<file path="src/rtl/aud_rx_pkg.sv">
package aud_rx_pkg;

    localparam int SMP_W = 24;

    typedef enum logic [2:0] {
        FMT_RJ16  = 3'b000,
        FMT_RJ20  = 3'b001,
        FMT_RJ24  = 3'b010,
        FMT_LJ24  = 3'b011,
        FMT_I2S16 = 3'b100,
        FMT_I2S24 = 3'b101,
        FMT_RSV6  = 3'b110,
        FMT_RSV7  = 3'b111
    } fmt_e;

    // word length in bits selected by a format code
    function automatic logic [4:0] word_len(input logic [2:0] f);
        case (f)
            3'b000, 3'b100: return 5'd16;
            3'b001:         return 5'd20;
            default:        return 5'd24;
        endcase
    endfunction

    function automatic logic fmt_is_rj(input logic [2:0] f);
        return (f[2] == 1'b0) && (f[1:0] != 2'b11);
    endfunction

    function automatic logic fmt_reserved(input logic [2:0] f);
        return f[2] & f[1];
    endfunction

endpackage

</file>
<file path="src/rtl/aud_rx_sync.sv">
module aud_rx_sync #(
    parameter int STAGES = 2
) (
    input  logic clk,
    input  logic rst_n,
    input  logic bck_i,
    input  logic lrck_i,
    input  logic sdin_i,
    output logic bit_edge_o,
    output logic lr_o,
    output logic din_o
);

    typedef struct packed {
        logic [STAGES-1:0][2:0] pipe;
        logic                   bck_prev;
    } sync_st_t;

    sync_st_t sync_d, sync_q;

    always_comb begin
        sync_d = sync_q;
        sync_d.pipe[0] = {bck_i, lrck_i, sdin_i};
        for (int i = 1; i < STAGES; i++) begin
            sync_d.pipe[i] = sync_q.pipe[i-1];
        end
        sync_d.bck_prev = sync_q.pipe[STAGES-1][2];
    end

    always_ff @(posedge clk) begin
        if (!rst_n) begin
            sync_q <= '0;
        end else begin
            sync_q <= sync_d;
        end
    end

    assign bit_edge_o = sync_q.pipe[STAGES-1][2] & ~sync_q.bck_prev;
    assign lr_o       = sync_q.pipe[STAGES-1][1];
    assign din_o      = sync_q.pipe[STAGES-1][0];


    edge_gap_chk: assert property (@(posedge clk) disable iff (!rst_n)
        bit_edge_o |=> !bit_edge_o);

endmodule

</file>
<file path="src/rtl/aud_rx_deser.sv">
module aud_rx_deser
    import aud_rx_pkg::*;
#(
    parameter int CNT_W = 6
) (
    input  logic             clk,
    input  logic             rst_n,
    input  logic             bit_edge_i,
    input  logic             lr_i,
    input  logic             din_i,
    input  logic [2:0]       fmt_i,
    input  logic             lr_swap_i,
    output logic [SMP_W-1:0] left_o,
    output logic [SMP_W-1:0] right_o,
    output logic             valid_o,
    output logic             nz_o
);

    localparam logic [CNT_W-1:0] CNT_MAX = '1;

    typedef struct packed {
        logic             primed;
        logic             lr_prev;
        logic [CNT_W-1:0] cnt;
        logic [SMP_W-1:0] sr;
        logic [SMP_W-1:0] acc;
        logic [SMP_W-1:0] hold_l;
        logic             have_l;
        logic [SMP_W-1:0] out_l;
        logic [SMP_W-1:0] out_r;
        logic             valid;
        logic             nz;
    } des_st_t;

    des_st_t des_d, des_q;

    logic [SMP_W-1:0] word;
    logic [SMP_W-1:0] acc_base;
    logic             boundary;
    logic             was_left;
    logic             rj;
    logic             in_win;
    logic [CNT_W-1:0] idx;
    logic [CNT_W-1:0] off;
    logic [CNT_W-1:0] rel;
    logic [CNT_W-1:0] wlen;
    logic [4:0]       pos;

    always_comb begin
        des_d       = des_q;
        des_d.valid = 1'b0;
        des_d.nz    = 1'b0;

        rj   = fmt_is_rj(fmt_i);
        wlen = CNT_W'(word_len(fmt_i));
        off  = CNT_W'(fmt_i[2]);

        // word that ends at a word-clock transition
        case (fmt_i)
            3'b000:  word = {des_q.sr[15:0], 8'h00};
            3'b001:  word = {des_q.sr[19:0], 4'h0};
            default: word = rj ? des_q.sr : des_q.acc;
        endcase

        boundary = bit_edge_i && des_q.primed && (lr_i != des_q.lr_prev);
        was_left = des_q.lr_prev ^ lr_swap_i;
        idx      = boundary ? '0 : des_q.cnt;
        rel      = idx - off;
        in_win   = !rj && (idx >= off) && (rel < wlen);
        pos      = 5'd23 - rel[4:0];
        acc_base = boundary ? '0 : des_q.acc;

        if (bit_edge_i) begin
            des_d.primed  = 1'b1;
            des_d.lr_prev = lr_i;
            des_d.sr      = {des_q.sr[SMP_W-2:0], din_i};
            des_d.acc     = acc_base;
            if (in_win) begin
                des_d.acc[pos] = din_i;
            end
            des_d.cnt = (idx == CNT_MAX) ? CNT_MAX : idx + CNT_W'(1);

            if (boundary && !fmt_reserved(fmt_i)) begin
                des_d.nz = |word;
                if (was_left) begin
                    des_d.hold_l = word;
                    des_d.have_l = 1'b1;
                end else if (des_q.have_l) begin
                    des_d.out_l  = des_q.hold_l;
                    des_d.out_r  = word;
                    des_d.valid  = 1'b1;
                    des_d.have_l = 1'b0;
                end
            end
        end
    end

    always_ff @(posedge clk) begin
        if (!rst_n) begin
            des_q <= '0;
        end else begin
            des_q <= des_d;
        end
    end

    assign left_o  = des_q.out_l;
    assign right_o = des_q.out_r;
    assign valid_o = des_q.valid;
    assign nz_o    = des_q.nz;


    valid_pulse_chk: assert property (@(posedge clk) disable iff (!rst_n)
        valid_o |=> !valid_o);


    reserved_quiet_chk: assert property (@(posedge clk) disable iff (!rst_n)
        (fmt_reserved(fmt_i) && $stable(fmt_i)) |-> !valid_o);

endmodule

</file>
<file path="src/rtl/aud_rx_zdet.sv">
module aud_rx_zdet #(
    parameter int unsigned LIMIT = 65536
) (
    input  logic clk,
    input  logic rst_n,
    input  logic bit_edge_i,
    input  logic nz_i,
    output logic flag_o
);

    localparam int CW = $clog2(LIMIT + 1);
    localparam logic [CW-1:0] CMAX = CW'(LIMIT);

    typedef struct packed {
        logic [CW-1:0] cnt;
        logic          flag;
    } zd_st_t;

    zd_st_t zd_d, zd_q;

    always_comb begin
        zd_d = zd_q;
        if (nz_i) begin
            zd_d.cnt = '0;
        end else if (bit_edge_i && (zd_q.cnt != CMAX)) begin
            zd_d.cnt = zd_q.cnt + CW'(1);
        end
        zd_d.flag = (zd_d.cnt == CMAX);
    end

    always_ff @(posedge clk) begin
        if (!rst_n) begin
            zd_q <= '0;
        end else begin
            zd_q <= zd_d;
        end
    end

    assign flag_o = zd_q.flag;


    zero_hold_chk: assert property (@(posedge clk) disable iff (!rst_n)
        (flag_o && !nz_i) |=> flag_o);


    zero_clear_chk: assert property (@(posedge clk) disable iff (!rst_n)
        nz_i |=> !flag_o);


    zero_rise_chk: assert property (@(posedge clk) disable iff (!rst_n)
        $rose(flag_o) |-> $past(bit_edge_i));

endmodule

</file>
<file path="src/rtl/aud_rx_top.sv">
module aud_rx_top
    import aud_rx_pkg::*;
#(
    parameter int          SYNC_STAGES = 2,
    parameter int          SLOT_CNT_W  = 6,
    parameter int unsigned ZERO_LIMIT  = 65536
) (
    input  logic        clk,
    input  logic        rst_n,
    input  logic        bck_i,
    input  logic        lrck_i,
    input  logic        sdin_i,
    input  logic [2:0]  fmt_i,
    input  logic        lr_swap_i,
    input  logic        zmute_en_i,
    output logic [23:0] smp_left_o,
    output logic [23:0] smp_right_o,
    output logic        smp_valid_o,
    output logic        zero_n_o,
    output logic        mute_o
);

    logic             bit_edge;
    logic             lr_s;
    logic             din_s;
    logic [SMP_W-1:0] pair_l;
    logic [SMP_W-1:0] pair_r;
    logic             nz_evt;
    logic             zflag;

    aud_rx_sync #(.STAGES(SYNC_STAGES)) u_sync (
        .clk        (clk),
        .rst_n      (rst_n),
        .bck_i      (bck_i),
        .lrck_i     (lrck_i),
        .sdin_i     (sdin_i),
        .bit_edge_o (bit_edge),
        .lr_o       (lr_s),
        .din_o      (din_s)
    );

    aud_rx_deser #(.CNT_W(SLOT_CNT_W)) u_deser (
        .clk        (clk),
        .rst_n      (rst_n),
        .bit_edge_i (bit_edge),
        .lr_i       (lr_s),
        .din_i      (din_s),
        .fmt_i      (fmt_i),
        .lr_swap_i  (lr_swap_i),
        .left_o     (pair_l),
        .right_o    (pair_r),
        .valid_o    (smp_valid_o),
        .nz_o       (nz_evt)
    );

    aud_rx_zdet #(.LIMIT(ZERO_LIMIT)) u_zdet (
        .clk        (clk),
        .rst_n      (rst_n),
        .bit_edge_i (bit_edge),
        .nz_i       (nz_evt),
        .flag_o     (zflag)
    );

    assign mute_o      = zflag & zmute_en_i;
    assign zero_n_o    = ~zflag;
    assign smp_left_o  = mute_o ? '0 : pair_l;
    assign smp_right_o = mute_o ? '0 : pair_r;

endmodule

</file>
<file path="config.mk">
export PLATFORM = sky130hd
export DESIGN_NAME = aud_rx_top
export DESIGN_NICKNAME = d
export VERILOG_FILES = /design/src/rtl/aud_rx_pkg.sv /design/src/rtl/aud_rx_sync.sv /design/src/rtl/aud_rx_deser.sv /design/src/rtl/aud_rx_zdet.sv /design/src/rtl/aud_rx_top.sv
export SDC_FILE = /design/constraint.sdc
export NUM_CORES = 1
export LEC_CHECK = 0
export BUFFER_PORTS_ARGS = -buffer_cell sky130_fd_sc_hd__buf_2
export CAP_MARGIN = 0
export CORE_MARGIN = 4
export CORE_UTILIZATION = 60
export CTS_CLUSTER_SIZE = 28
export DETAILED_ROUTE_END_ITERATION = 7
export GPL_TIMING_DRIVEN = 0
export MAX_ROUTING_LAYER = met4
export PLACE_DENSITY_LB_ADDON = 0.08
export SLEW_MARGIN = 10
export SYNTH_ARGS = -nofsm -noshare
export SYNTH_HDL_FRONTEND = slang
export SYNTH_SLANG_ARGS = --single-unit
export TNS_END_PERCENT = 50
</file>
<file path="constraint.sdc">
create_clock -name clk -period 4.61 [get_ports clk]
set_clock_uncertainty 0.1 [all_clocks]
set_input_delay 0.461 -clock clk [delete_from_list [all_inputs] [get_ports clk]]
set_output_delay 0.461 -clock clk [all_outputs]
set_load 0.005 [all_outputs]
</file>
==> impl_metrics.py <==
metrics = {
    "floorplan": {
        "chipWidth_um": 124,
        "die_y_um": 124,
        "core_sq_mm": 0.0128,
        "std_cell_rows": 41,
        "die_area_sq_mm": 0.0153,
        "io_pins": 61,
        "start_util_pct": 62.4,
    },
    "route": {
        "num_vias": 7489,
        "finalWirelength_um": 22000,
        "avgRoutedWirePerCell_um": 17.4,
        "post-route-drc-count": 0,
        "drtPass1Iterations": 5,
        "first_iter_violations": 792,
        "ant_nets": 0,
        "post_drt_via_cell_ratio": 5.90,
    },
    "final_layout": {
        "final_nets": 1100,
        "final_common_cell": "nand2_1",
        "final_core_util_pct": 71.2,
        "stdcell_count": 1269,
        "diodes": 0,
        "areaGrowthSynthToFinish_pct": 14.0,
        "final.fill_count": 1086,
        "layout-drive-gt1-share_pct": 12.3,
        "final_cell_mix": "233 x nand2_1, 156 x dfxtp_1, 71 x buf_2",
    },
    "sta": {
        "relSlewSlack_pct": 51.3,
        "slew_violations": 0,
        "finalCritPeriodShare_pct": 95.4,
        "fin_setup_tns_ns": 0,
        "holdWs_ns": 0.136,
        "hold_viol": 0,
        "setup_viol_count_final": 0,
        "period_minus_slack_ns": 4.40,
        "max_slew.worst_pin.slew_ns": 0.727,
        "max_freq_mhz": 227,
    },
    "critical_path": {
        "cp_data_arrival_time_ns": 4.62,
        "cpMaxStageDelayCell": "dfxtp_1",
        "crit_type": "flop to flop",
        "crit_fanout": 16,
        "startpoint_type": "flop",
        "max_stage_delay_ns": 0.42,
        "end_kind": "flop",
        "crit_required_ns": 4.83,
        "crit_chain": "and3b_1 > buf_2 > nand2_2 > nand2_1 > ha_1 > nor2b_1 > nand2_1 > and3_4 > inv_4 > ha_1 > nor4b_2 > nor2b_1 > mux2i_4 > a211oi_4 > a21oi_1 > a221o_1",
    },
    "cts": {
        "cts_buffers": 17,
        "cts_max_path_buffers": 2,
        "cts-root-buf": "clkbuf_16",
        "clk_pin_slew_ns": 0.06,
        "clk_latency_ns": 0.43,
        "h-tree-depth": 4,
        "cts_tree": "built",
        "cts.sinks": 156,
        "cts_hold_buffers": 0,
    },
    "synthesis": {
        "synth_top_area_share_pct": 39.0,
        "netlist_area_sq_mm": 0.00800,
        "synthTopCellsByArea": "dfxtp_1 39%, nand2_1 11%, a21boi_0 5.7%, and2_1 5.2%, a21oi_1 3.4%",
        "synthDistinctLibCells": 72,
        "synth_edf_count": 0,
        "ys_async_sr_fraction_pct": 0,
        "post_synth.cell_area_avg_sq_um": 7.96,
        "netlist_instances": 1006,
        "synth_nets": 1022,
        "yosysSeqAreaShare_pct": 39.0,
        "synth-seq-cells": 156,
        "ys_warn_count": 0,
        "synth_ff_type": "dfxtp_1",
        "yosys.area.top_type": "dfxtp_1",
    },
    "global_routing": {
        "gr-total-overflow": 0,
        "antenna_found_initial": 0,
        "gr-usage-all-layers_pct": 30.5,
        "grt_pass1_vias": 6824,
        "grt_start_max_net_pins": 17,
        "grt_pass1_wl_um": 34800,
    },
    "placed_design": {
        "portBuffers": 60,
        "gp_congestion": 0.994,
        "hpwl_um": 16300,
        "post-place-cells": 1238,
    },
    "status": {
        "outcome": "complete, no violations",
    },
    "worst_hold_path": {
        "hold_class": "input port to flop",
    },
    "pwr": {
        "max-vdd-ir-drop_mv": 0.227,
        "p_per_area_mw_per_mm2": 333,
        "power_leakage_uw": 0.00368,
    },
    "job": {
        "drv_cap": 0,
    },
}
critical path, delay by kind of cell (launching register included):
| kind | cells | cell delay, ns |
|---|---|---|
| and+or+nand+nor | 8 | 1.89 |
| muxes | 1 | 0.16 |
| AOI/OAI and AO/OA | 3 | 0.92 |
| buffers and inverters | 2 | 0.24 |
| DFF | 1 | 0.42 |
| adders and majority gates | 2 | 0.54 |
registers in the layout, summed over array words and instances, names as in the netlist:
register and cells:
u_deser.right_o 24, u_sync.sync_q 1, u_sync.lr_o 1, u_deser.nz_o 1
u_zdet.zd_q 17, u_deser.left_o 24, u_deser.des_q 81, u_zdet.flag_o 1
u_sync.din_o 1, u_deser.valid_o 1, u_sync.sync_d 4
per-layer routing:
metal	vias up	global-route usage [%]	wire, um
li1	3655	-	-
met1	3465	39.0	9690
met2	313	48.0	9990
met3	56	5.31	1590
met4	0	12.3	753
met5	-	-	0
path summary, 6_finish.rpt:
kind                                        from                 to  slack, ns  cells past startpoint
worst max-delay path            u_sync.sync_q[0]  u_deser.des_q[78]       0.21                     16
worst min-delay path                      lrck_i   u_sync.sync_d[5]       0.14                      2
worst max register to register  u_sync.sync_q[0]  u_deser.des_q[78]       0.21                     16
worst min register to register  u_sync.sync_d[6]   u_sync.sync_d[0]       0.34                      1
cells in the mapped netlist, drive strengths merged (9+ instances only):
cell      n
nor4     15
a21oi    56
o211a    17
inv      13
xnor2    11
a21o     14
a21boi   62
nor3     28
a31oi    19
nor2b    14
nor2     52
a211oi   13
dfxtp   156
and2     66
nand3b   10
nand2   234
o21ai    12
clkbuf   49
xor2     14
nand3    27
buf      23
mux2      9
stage by stage:
step / total power [uW] / area [sq um] / setup WS, ns
floorplan: 1600 / 8000 / 0.771
global route: 3130 / 9130 / -0.00350
global placement: 1670 / 8520 / -0.247
detailed placement: 1670 / 8520 / -0.322
CTS: 3040 / 9110 / 0.0840
finish: 3040 / 9130 / 0.210
area by class of cell:
class	count	area [sq um]	area share (%)
Clock inverter	13	131	1.44
Tap cell	172	215	2.36
Clock buffer	19	453	4.96
Inverter	13	51.3	0.562
Multi-Input combinational cell	765	4570	50.0
Sequential cell	156	3120	34.2
Buffer	71	288	3.15
Timing Repair Buffer	60	300	3.29
cell families after synthesis:
logic type                 count (synthesis)  share of synthesized area [%]
and+or+nand+nor                          475                           28.0
xor gates and xnor gates                  25                           2.83
DFF                                      156                           39.0
buffers and inverters                     85                           4.28
AOI/OAI and AO/OA                        243                           22.7
muxes                                     16                           2.30
adders and majority gates                  6                          0.938
power breakdown:
part	leakage, uW	total [uW]	switching [uW]	internal (uW)
Clock	0.000283	1380	598	784
Combinational	0.00214	261	172	89.2
Sequential	0.00126	1400	24.3	1370
Total	0.00368	3040	794	2240
repair_timing:
item / in CTS / in global routing
resized for setup: 2 / 2
endpoints found under the setup margin: 23 / 12
pin swaps: 0 / 0
setup buffers: 0 / 0
Power figures use the tool's default switching activity.
